## config.mk

```make
export PLATFORM = sky130hd
export DESIGN_NAME = fm_commut_seq
export DESIGN_NICKNAME = d
export VERILOG_FILES = /design/src/rtl/fm_seq_pkg.sv /design/src/rtl/fm_phase_timer.sv /design/src/rtl/fm_seq_ctrl.sv /design/src/rtl/fm_gate_map.sv /design/src/rtl/fm_commut_seq.sv
export SDC_FILE = /design/constraint.sdc
export NUM_CORES = 1
export LEC_CHECK = 0
export BUFFER_PORTS_ARGS = -buffer_cell sky130_fd_sc_hd__clkbuf_2
export CAP_MARGIN = 20
export CORE_AREA = 3 3 62 64
export CTS_CLUSTER_DIAMETER = 50
export CTS_CLUSTER_SIZE = 16
export DETAILED_ROUTE_END_ITERATION = 8
export DIE_AREA = 0 0 65 67
export HOLD_SLACK_MARGIN = 0.05
export PLACE_DENSITY = 0.83
export SETUP_SLACK_MARGIN = 0.2
export SYNTH_ARGS = -nofsm -noshare
export SYNTH_HDL_FRONTEND = slang
export SYNTH_SLANG_ARGS = --single-unit
```

## constraint.sdc

```tcl
create_clock -name clk -period 8.57 [get_ports clk]
set_input_delay 1.2855 -clock clk [delete_from_list [all_inputs] [get_ports clk]]
set_output_delay 1.2855 -clock clk [all_outputs]
set_load 0.1 [all_outputs]
```

## src/rtl/fm_seq_pkg.sv

```systemverilog
package fm_seq_pkg;

  localparam int NBR = 6;
  localparam int NGT = 8;

  localparam logic [NBR-1:0] ODD_SW  = 6'b010101;
  localparam logic [NBR-1:0] EVEN_SW = 6'b101010;

  localparam logic [2:0] STG_NORM = 3'd0;
  localparam logic [2:0] STG_B    = 3'd1;
  localparam logic [2:0] STG_C    = 3'd2;
  localparam logic [2:0] STG_D    = 3'd3;
  localparam logic [2:0] STG_RET  = 3'd4;

  typedef enum logic [2:0] {
    ST_NORM, ST_BOFF, ST_BON, ST_C, ST_D, ST_RA, ST_RB
  } seq_st_e;

  function automatic int unsigned min_span(input int unsigned lim);
    return (lim == 0) ? 1 : lim;
  endfunction

  function automatic logic span_done(input int unsigned cnt, input int unsigned lim);
    return (cnt + 1) >= lim;
  endfunction

  function automatic logic [1:0] aux_rest(input logic series);
    return series ? 2'b01 : 2'b00;
  endfunction

  function automatic logic [1:0] aux_fault(input logic series);
    return series ? 2'b00 : 2'b11;
  endfunction

endpackage

```

## src/rtl/fm_phase_timer.sv

```systemverilog
module fm_phase_timer #(
  parameter int CNT_W = 8
) (
  input  logic             clk,
  input  logic             rst_n,
  input  logic             restart_i,
  output logic [CNT_W-1:0] cnt_o
);
  localparam logic [CNT_W-1:0] CNT_MAX = {CNT_W{1'b1}};

  logic [CNT_W-1:0] cnt_q;

  always_ff @(posedge clk or negedge rst_n) begin
    if (!rst_n)            cnt_q <= '0;
    else if (restart_i)    cnt_q <= '0;
    else if (cnt_q != CNT_MAX) cnt_q <= cnt_q + 1'b1;
  end

  assign cnt_o = cnt_q;
endmodule

```

## src/rtl/fm_seq_ctrl.sv

```systemverilog
module fm_seq_ctrl
  import fm_seq_pkg::*;
#(
  parameter int CNT_W = 8
) (
  input  logic             clk,
  input  logic             rst_n,
  input  logic             fault_i,
  input  logic             strat_i,
  input  logic [NBR-1:0]   norm_i,
  input  logic             izero_i,
  input  logic [CNT_W-1:0] dead_i,
  input  logic [CNT_W-1:0] dly_bc_i,
  input  logic [CNT_W-1:0] dly_cd_i,
  input  logic [CNT_W-1:0] tmo_i,
  input  logic [CNT_W-1:0] span_i,
  output seq_st_e          st_o,
  output logic             mode_o,
  output logic [NBR-1:0]   hold_o,
  output logic             err_o,
  output logic             restart_o
);
  seq_st_e        st_q, st_n;
  logic           mode_q;
  logic [NBR-1:0] hold_q;
  logic           err_q;

  // named events
  logic dead_done, zero_evt, tmo_evt;
  assign dead_done = span_done(32'(span_i), 32'(dead_i));
  assign zero_evt  = (st_q == ST_BON) && mode_q && izero_i;
  assign tmo_evt   = (st_q == ST_BON) && mode_q && !izero_i
                     && span_done(32'(span_i), 32'(tmo_i));

  always_comb begin
    st_n = st_q;
    unique case (st_q)
      ST_NORM: if (fault_i) st_n = ST_BOFF;
      ST_BOFF: if (dead_done) st_n = ST_BON;
      ST_BON: begin
        if (mode_q) begin
          if (zero_evt || tmo_evt) st_n = ST_C;
        end else if (span_done(32'(span_i), 32'(dly_bc_i))) begin
          st_n = ST_C;
        end
      end
      ST_C: begin
        if (mode_q ? dead_done : span_done(32'(span_i), 32'(dly_cd_i)))
          st_n = ST_D;
      end
      ST_D:  if (!fault_i && dead_done) st_n = ST_RA;
      ST_RA: if (dead_done) st_n = ST_RB;
      ST_RB: if (dead_done) st_n = ST_NORM;
      default: st_n = ST_NORM;
    endcase
  end

  always_ff @(posedge clk or negedge rst_n) begin
    if (!rst_n) begin
      st_q   <= ST_NORM;
      mode_q <= 1'b0;
      hold_q <= '0;
      err_q  <= 1'b0;
    end else begin
      st_q <= st_n;
      if (st_q == ST_NORM && fault_i) begin
        mode_q <= strat_i;
        hold_q <= norm_i & ODD_SW;
      end
      if (tmo_evt) err_q <= 1'b1;
    end
  end

  assign st_o      = st_q;
  assign mode_o    = mode_q;
  assign hold_o    = hold_q;
  assign err_o     = err_q;
  assign restart_o = (st_n != st_q);
endmodule

```

## src/rtl/fm_gate_map.sv

```systemverilog
module fm_gate_map
  import fm_seq_pkg::*;
(
  input  seq_st_e        st_i,
  input  logic           mode_i,
  input  logic           strat_i,
  input  logic [NBR-1:0] norm_i,
  input  logic [NBR-1:0] hold_i,
  output logic [NGT-1:0] gate_o,
  output logic [2:0]     stage_o
);
  always_comb begin
    gate_o  = {aux_rest(strat_i), norm_i};
    stage_o = STG_NORM;
    unique case (st_i)
      ST_NORM: begin
        gate_o  = {aux_rest(strat_i), norm_i};
        stage_o = STG_NORM;
      end
      ST_BOFF: begin
        gate_o  = {aux_rest(mode_i), hold_i & ODD_SW};
        stage_o = STG_B;
      end
      ST_BON: begin
        gate_o  = {aux_rest(mode_i), ODD_SW};
        stage_o = STG_B;
      end
      ST_C: begin
        gate_o  = {aux_fault(mode_i), ODD_SW};
        stage_o = STG_C;
      end
      ST_D: begin
        gate_o  = {aux_fault(mode_i), mode_i ? {NBR{1'b1}} : {NBR{1'b0}}};
        stage_o = STG_D;
      end
      ST_RA: begin
        gate_o  = {aux_fault(mode_i), norm_i};
        stage_o = STG_RET;
      end
      ST_RB: begin
        gate_o  = {aux_rest(mode_i), norm_i};
        stage_o = STG_RET;
      end
      default: begin
        gate_o  = {aux_rest(strat_i), norm_i};
        stage_o = STG_NORM;
      end
    endcase
  end
endmodule

```

## src/rtl/fm_commut_seq.sv

```systemverilog
module fm_commut_seq
  import fm_seq_pkg::*;
#(
  parameter int CNT_W = 8
) (
  input  logic             clk,
  input  logic             rst_n,
  input  logic             fault_i,
  input  logic             strat_i,
  input  logic [5:0]       norm_gate_i,
  input  logic             izero_i,
  input  logic [CNT_W-1:0] dead_i,
  input  logic [CNT_W-1:0] dly_bc_i,
  input  logic [CNT_W-1:0] dly_cd_i,
  input  logic [CNT_W-1:0] tmo_i,
  output logic [7:0]       gate_o,
  output logic [2:0]       stage_o,
  output logic             err_o
);
  localparam logic [CNT_W-1:0] GAP_MAX = {CNT_W{1'b1}};

  seq_st_e          st_w;
  logic             mode_w;
  logic [NBR-1:0]   hold_w;
  logic             restart_w;
  logic [CNT_W-1:0] span_w;

  fm_phase_timer #(.CNT_W(CNT_W)) u_timer (
    .clk(clk), .rst_n(rst_n), .restart_i(restart_w), .cnt_o(span_w)
  );

  fm_seq_ctrl #(.CNT_W(CNT_W)) u_ctrl (
    .clk(clk), .rst_n(rst_n), .fault_i(fault_i), .strat_i(strat_i),
    .norm_i(norm_gate_i), .izero_i(izero_i), .dead_i(dead_i),
    .dly_bc_i(dly_bc_i), .dly_cd_i(dly_cd_i), .tmo_i(tmo_i),
    .span_i(span_w), .st_o(st_w), .mode_o(mode_w), .hold_o(hold_w),
    .err_o(err_o), .restart_o(restart_w)
  );

  fm_gate_map u_map (
    .st_i(st_w), .mode_i(mode_w), .strat_i(strat_i), .norm_i(norm_gate_i),
    .hold_i(hold_w), .gate_o(gate_o), .stage_o(stage_o)
  );

  // edge watch on the gate vector, for the dead-time property
  logic [7:0]       prev_g;
  logic [CNT_W-1:0] gap_q;
  logic             fall_now, rise_now;
  assign fall_now = |(prev_g & ~gate_o);
  assign rise_now = |(~prev_g & gate_o);

  always_ff @(posedge clk or negedge rst_n) begin
    if (!rst_n) begin
      prev_g <= '0;
      gap_q  <= GAP_MAX;
    end else begin
      prev_g <= gate_o;
      if (fall_now)             gap_q <= {{(CNT_W-1){1'b0}}, 1'b1};
      else if (gap_q != GAP_MAX) gap_q <= gap_q + 1'b1;
    end
  end

  p_dead_gap_r7: assert property (@(posedge clk) disable iff (!rst_n)
    (rise_now && stage_o != STG_NORM) |->
      (!fall_now && 32'(gap_q) >= min_span(32'(dead_i))));

  p_entry_evens_off_r2: assert property (@(posedge clk) disable iff (!rst_n)
    ($past(stage_o) == STG_NORM && stage_o == STG_B) |->
      ((gate_o[5:0] & EVEN_SW) == '0 &&
       gate_o[5:0] == ($past(gate_o[5:0]) & ODD_SW)));

  p_bypass_d_r3: assert property (@(posedge clk) disable iff (!rst_n)
    (!mode_w && stage_o == STG_D) |-> (gate_o == 8'hC0));

  p_sw7_open_at_c_r4: assert property (@(posedge clk) disable iff (!rst_n)
    ($fell(gate_o[6]) && mode_w && stage_o != STG_NORM) |->
      ($past(stage_o) == STG_B && stage_o == STG_C));

  p_no_zero_err_r6: assert property (@(posedge clk) disable iff (!rst_n)
    (stage_o == STG_C && $past(stage_o) == STG_B && $past(mode_w) && !$past(izero_i))
      |-> err_o);

  p_err_sticky_r6: assert property (@(posedge clk) disable iff (!rst_n)
    $past(err_o) |-> err_o);

  p_b_to_c_r9: assert property (@(posedge clk) disable iff (!rst_n)
    ($past(stage_o) == STG_B && stage_o != STG_B) |-> (stage_o == STG_C));

  p_ret_before_norm_r8: assert property (@(posedge clk) disable iff (!rst_n)
    ($past(stage_o) != STG_NORM && stage_o == STG_NORM) |-> ($past(stage_o) == STG_RET));

endmodule

```

==> Yosys cells after proc, flatten, opt, wreduce, memory -nomap -nowiden <==
Index checks and enable logic that the tools add are counted.
{ "op_classes": {"add_sub_neg": 2, "multipliers": 0, "n_div": 0, "magnitude_cmp": 4, "n_eq_ne": 8, "n_shift": 0, "mux": 19, "bitwise_logic": 0, "reduce_logical": 13} }
{ "ops": {"columns": ["op", "count"], "rows": [
  ["32-bit by 8-bit greater-or-equal comparator with 1-bit output", 3],
  ["8-bit case mux with 6 select lines", 1],
  ["3-bit 2-to-1 mux", 9],
  ["3-bit case mux with 7 select lines", 1],
  ["8-bit 2-to-1 mux", 2],
  ["3-bit case mux with 4 select lines", 1],
  ["8-bit by 1-bit adder with 9-bit output, second input constant", 1],
  ["3-bit equality test, second input constant", 3],
  ["9-bit by 8-bit greater-or-equal comparator with 1-bit output", 1],
  ["8-bit by 1-bit adder with 8-bit output, second input constant", 1],
  ["8-bit != test, second input constant", 1],
  ["3-bit by 2-bit equality test with 1-bit output, second input constant", 2],
  ["1-bit logical AND", 6],
  ["6-bit 2-to-1 mux", 1],
  ["2-bit OR reduction", 2],
  ["3-bit by 1-bit equality test with 1-bit output, second input constant", 1],
  ["3-bit zero test", 1],
  ["1-bit 2-to-1 mux", 3],
  ["3-bit != test", 1],
  ["1-bit zero test", 2],
  ["2-bit 2-to-1 mux", 1],
  ["2-bit nonzero test", 1],
  ["1-bit logical OR", 1]
]} }
{ "totals": {"ff_bits": 16, "latchBits": 0, "ramBits": 0, "romBits": 0, "input_bits": 43, "n_memories": 0} }

==> Depth between registers and ports, before layout <==
{ "logic_depth": {"depth_word": 10, "ltp_mapped": 11} }

==> Cells and area by module <==
A second synthesis with hierarchy kept.
{ "unflattened": {"hier_cells": 252, "hier_area_um2": 2031.9} }
{ "by_module_without_submodules": {"columns": ["module", "n_inst", "cells_per_inst", "area_each_um2"], "rows": [
  ["fm_seq_ctrl", 1, 166, 1303.8],
  ["fm_phase_timer", 1, 41, 421.7],
  ["fm_gate_map", 1, 45, 306.5]
]} }

==> Worst setup path before layout <==
No wires, ideal clock.
{ "synth_path": {"kind": "input to output", "startpoint": "input port strat_i", "endpoint": "output port gate_o[6]", "arrival_ns": 3.729, "setup_slack_ns": 3.555, "path_stages": 4, "path_buffers": 0, "cell_sequence": "nor3_1 a21oi_1 nor2_1 a221oi_1"} }
{ "synth_via": {"elab_chain_cells": 2} }
{ "synth_lines": {"columns": ["item", "line", "rtl"], "rows": [
  ["start, declared", "fm_commut_seq.sv:9", "input logic strat_i,"],
  ["1-bit 2-to-1 mux", "fm_seq_pkg.sv:28", "return series ? 2'b01 : 2'b00;"],
  ["8-bit case mux with 6 select lines", "fm_gate_map.sv:15", "unique case (st_i)"],
  ["end, declared", "fm_commut_seq.sv:16", "output logic [7:0] gate_o,"]
]} }
No other way between the ends.

==> Worst setup path in the final report <==
Ends and elaborated chain as after synthesis.

==> flow_metrics.env <==
export IMPL_status="complete, no violations"
export IMPL_grt_max_degree=22
export IMPL_dieArea_um2=4360
export IMPL_power_density_nw_per_um2=366
export IMPL_crit_type="primary input to output port"
export IMPL_cp_arrival_ns=2.35
export IMPL_synth_edf_count=0
export IMPL_cts_hold_buf=0
export IMPL_io_pins=55
export IMPL_max_stage_delay_ns=0.50
export IMPL_grt_setup_unrepaired="false"
export IMPL_ir_drop_mv=0.141
export IMPL_cts_root_buffer="clkbuf_4"
export IMPL_cp_startpoint="strat_i"
export IMPL_grt_usage=0.211
export IMPL_critPathCaptureType="output port"
export IMPL_period_share=0.424
export IMPL_areaGrowthSynthToFinish_pct=18.1
export IMPL_drc=0
export IMPL_drive_gt1_frac=0.225
export IMPL_initial_utilization=0.558
export IMPL_whs_ns=0.486
export IMPL_wl_per_cell_um=12.7
export IMPL_core_area_um2=3340
export IMPL_synth_area_per_cell_um2=7.82
export IMPL_leakagePower_nw=1.22
export IMPL_finalCriticalPeriod_ns=3.63
export IMPL_synth_cell_types=45
export IMPL_max_freq_mhz=275
export IMPL_drt_first_pass_iters=4
export IMPL_start_kind="primary input"
export IMPL_rr_endpoint="u_timer.cnt_o[2]"
export IMPL_maxCapViolCount=0
export IMPL_viasPerCell=5.47
export IMPL_critPathMaxFanout=3
export IMPL_grt_pass1_vias=1701
export IMPL_clk_pin_slew_ns=0.08
export IMPL_final_area_um2=2200
export IMPL_portBuffers=54
export IMPL_place_ws_ns=4.94
export IMPL_cts_resized=0
export IMPL_slew_viol_final=0
export IMPL_relSlewSlack=0.504
export IMPL_synthesis_nets=314
export IMPL_cp_num_buf_inv=2
export IMPL_synth_seq_cells=16
export IMPL_clk_path_buf_depth=2
export IMPL_cp_depth=6
export IMPL_final_antenna_net_count=0
export IMPL_place_area_um2=2160
export IMPL_crit_required_ns=7.28
export IMPL_multiInputGateArea_um2=1310
export IMPL_drt_iter0_markers=123
export IMPL_cpMaxStageDelayCell="clkbuf_2"
export IMPL_crit_top_cell="clkbuf_2"
export IMPL_dpl_hpwl_mm=3.55
export IMPL_crit_family="buffers and inverters"
export IMPL_antenna_found_initial=0
export IMPL_postCtsSetupBuffers=0
export IMPL_insertedDiodeCount=0
export IMPL_num_fill_cells=315
export IMPL_yosys_most_used_dff="dfrtp_1"
export IMPL_min_path_cells=1
export IMPL_async_flop_share=1.00
export IMPL_min_path_type="flop to flop"
export IMPL_clk_latency_ns=0.28
export IMPL_r2r_start="u_timer.cnt_o[0]"
export IMPL_synthCells=238
export IMPL_synth_area_um2=1860
export IMPL_yosysSeqAreaShare=0.215
export IMPL_path_cells="clkbuf_2, nor3_1, a21oi_1, nor2_1, a221oi_1, clkbuf_2"
export IMPL_grt_pass1_wl_mm=7.32
export IMPL_cts_num_sinks=16
export IMPL_fin_nets=366
export IMPL_setup_violations=0
export IMPL_worst_r2r_path_depth=11
export IMPL_regArea_um2=400
export IMPL_worstMarginPinSlew_ns=0.737
export IMPL_htree_num_levels=1
export IMPL_dieHeight_um=67
export IMPL_overflow=0
export IMPL_fin_total_pwr_mw=0.805
export IMPL_routed_wl_mm=4.26
export IMPL_crit_path_end="gate_o[6]"
export IMPL_gp_congestion=0.857
export IMPL_setup_ws_ns=4.94
export IMPL_cts_made_buffers=3
export IMPL_core_rowCount=21
export IMPL_via_count=1831
export IMPL_die_x_um=65
export IMPL_finClkSkew_ns=0.0111
export IMPL_rrSetupSlack_ns=5.08
export IMPL_hold_viol=0
export IMPL_yosysWarnings=0
export IMPL_tns_ns=0
export IMPL_cts_tree="built"
cell type report:
cell class,instances,area share
well taps,46,0.0262
clock buffers,4,0.0165
repair buffers,54,0.123
flip-flops and latches,16,0.182
inverters,33,0.0564
multi-input cells,182,0.596
through the flow:
| step | util | instances |
|---|---|---|
| 2_1_floorplan | - | 238 |
| 3_3_place_gp | 0.648 | 331 |
| 3_5_place_dp | 0.648 | 331 |
| 4_1_cts | 0.658 | 335 |
| 5_1_grt | 0.658 | 335 |
| 6_report | 0.658 | 335 |
state kept, by name, summed over array words and instances, names as in the netlist:
register and count:
u_ctrl.err_o 1, u_ctrl.mode_o 1, u_ctrl.hold_o 3, u_timer.cnt_o 8, u_ctrl.st_o 3
layout by cell type, fill, tap and decap left out, types with 3 or more instances in the layout:
master / count
clkbuf_2: 54
inv_1: 33
ha_1: 33
nor2_1: 24
nand2_1: 16
dfrtp_1: 16
a21oi_1: 14
o21ai_0: 11
nor3_1: 11
nand3_1: 9
xnor2_1: 5
mux2i_1: 5
o22ai_1: 4
xor2_1: 4
nand4_1: 4
a211oi_1: 3
o221ai_1: 3
o22a_1: 3
mux2_2: 3
clkbuf_4: 3
logic make-up after synthesis:
group | Yosys count | synth area share
DFF | 16 | 0.215
buffers and inverters | 40 | 0.0814
adders and majority gates | 33 | 0.222
muxes | 8 | 0.0451
AOI/OAI and AO/OA | 52 | 0.187
and+or+nand+nor | 80 | 0.207
xor gates and xnor gates | 9 | 0.0424
routing by layer:
metal,up-vias,global-route usage,share of wire
li1,946,-,-
met1,823,0.288,0.46
met2,58,0.350,0.47
met3,4,0.0320,0.062
met4,0,0.0501,0.011
met5,-,0,0
cell usage after synthesis, types with 3 or more instances:
library cell  number  area share
xor2_1             4       0.019
clkbuf_1           4      0.0081
a21oi_1           14       0.038
o221ai_1           3       0.014
mux2_2             3       0.018
inv_1             33       0.067
nor3_1            11       0.030
nor2_1            24       0.048
xnor2_1            5       0.024
a211oi_1           3       0.012
o22a_1             3       0.014
dfrtp_1           16        0.22
mux2i_1            5       0.027
o22ai_1            4       0.013
nand3_1            9       0.024
nand4_1            4       0.013
nand2_1           16       0.032
ha_1              33        0.22
o21ai_0           11       0.030
power breakdown:
| group | switching [mW] | leakage, nW | internal (mW) | total, mW |
|---|---|---|---|---|
| Clock | 0.0224 | 0.0210 | 0.0258 | 0.0483 |
| Combinational | 0.434 | 0.994 | 0.164 | 0.599 |
| Sequential | 0.0553 | 0.204 | 0.103 | 0.158 |
worst min-delay path by stage:
stage                       end             start  slack (ns)
2_1_floorplan  u_ctrl.hold_o[0]  u_ctrl.hold_o[0]        0.48
3_3_place_gp       u_ctrl.err_o      u_ctrl.err_o        0.47
3_5_place_dp       u_ctrl.err_o      u_ctrl.err_o        0.47
4_1_cts            u_ctrl.err_o      u_ctrl.err_o        0.49
5_1_grt            u_ctrl.err_o      u_ctrl.err_o        0.50
6_report           u_ctrl.err_o      u_ctrl.err_o        0.49
No activity file was read; power rests on OpenSTA's default activity.
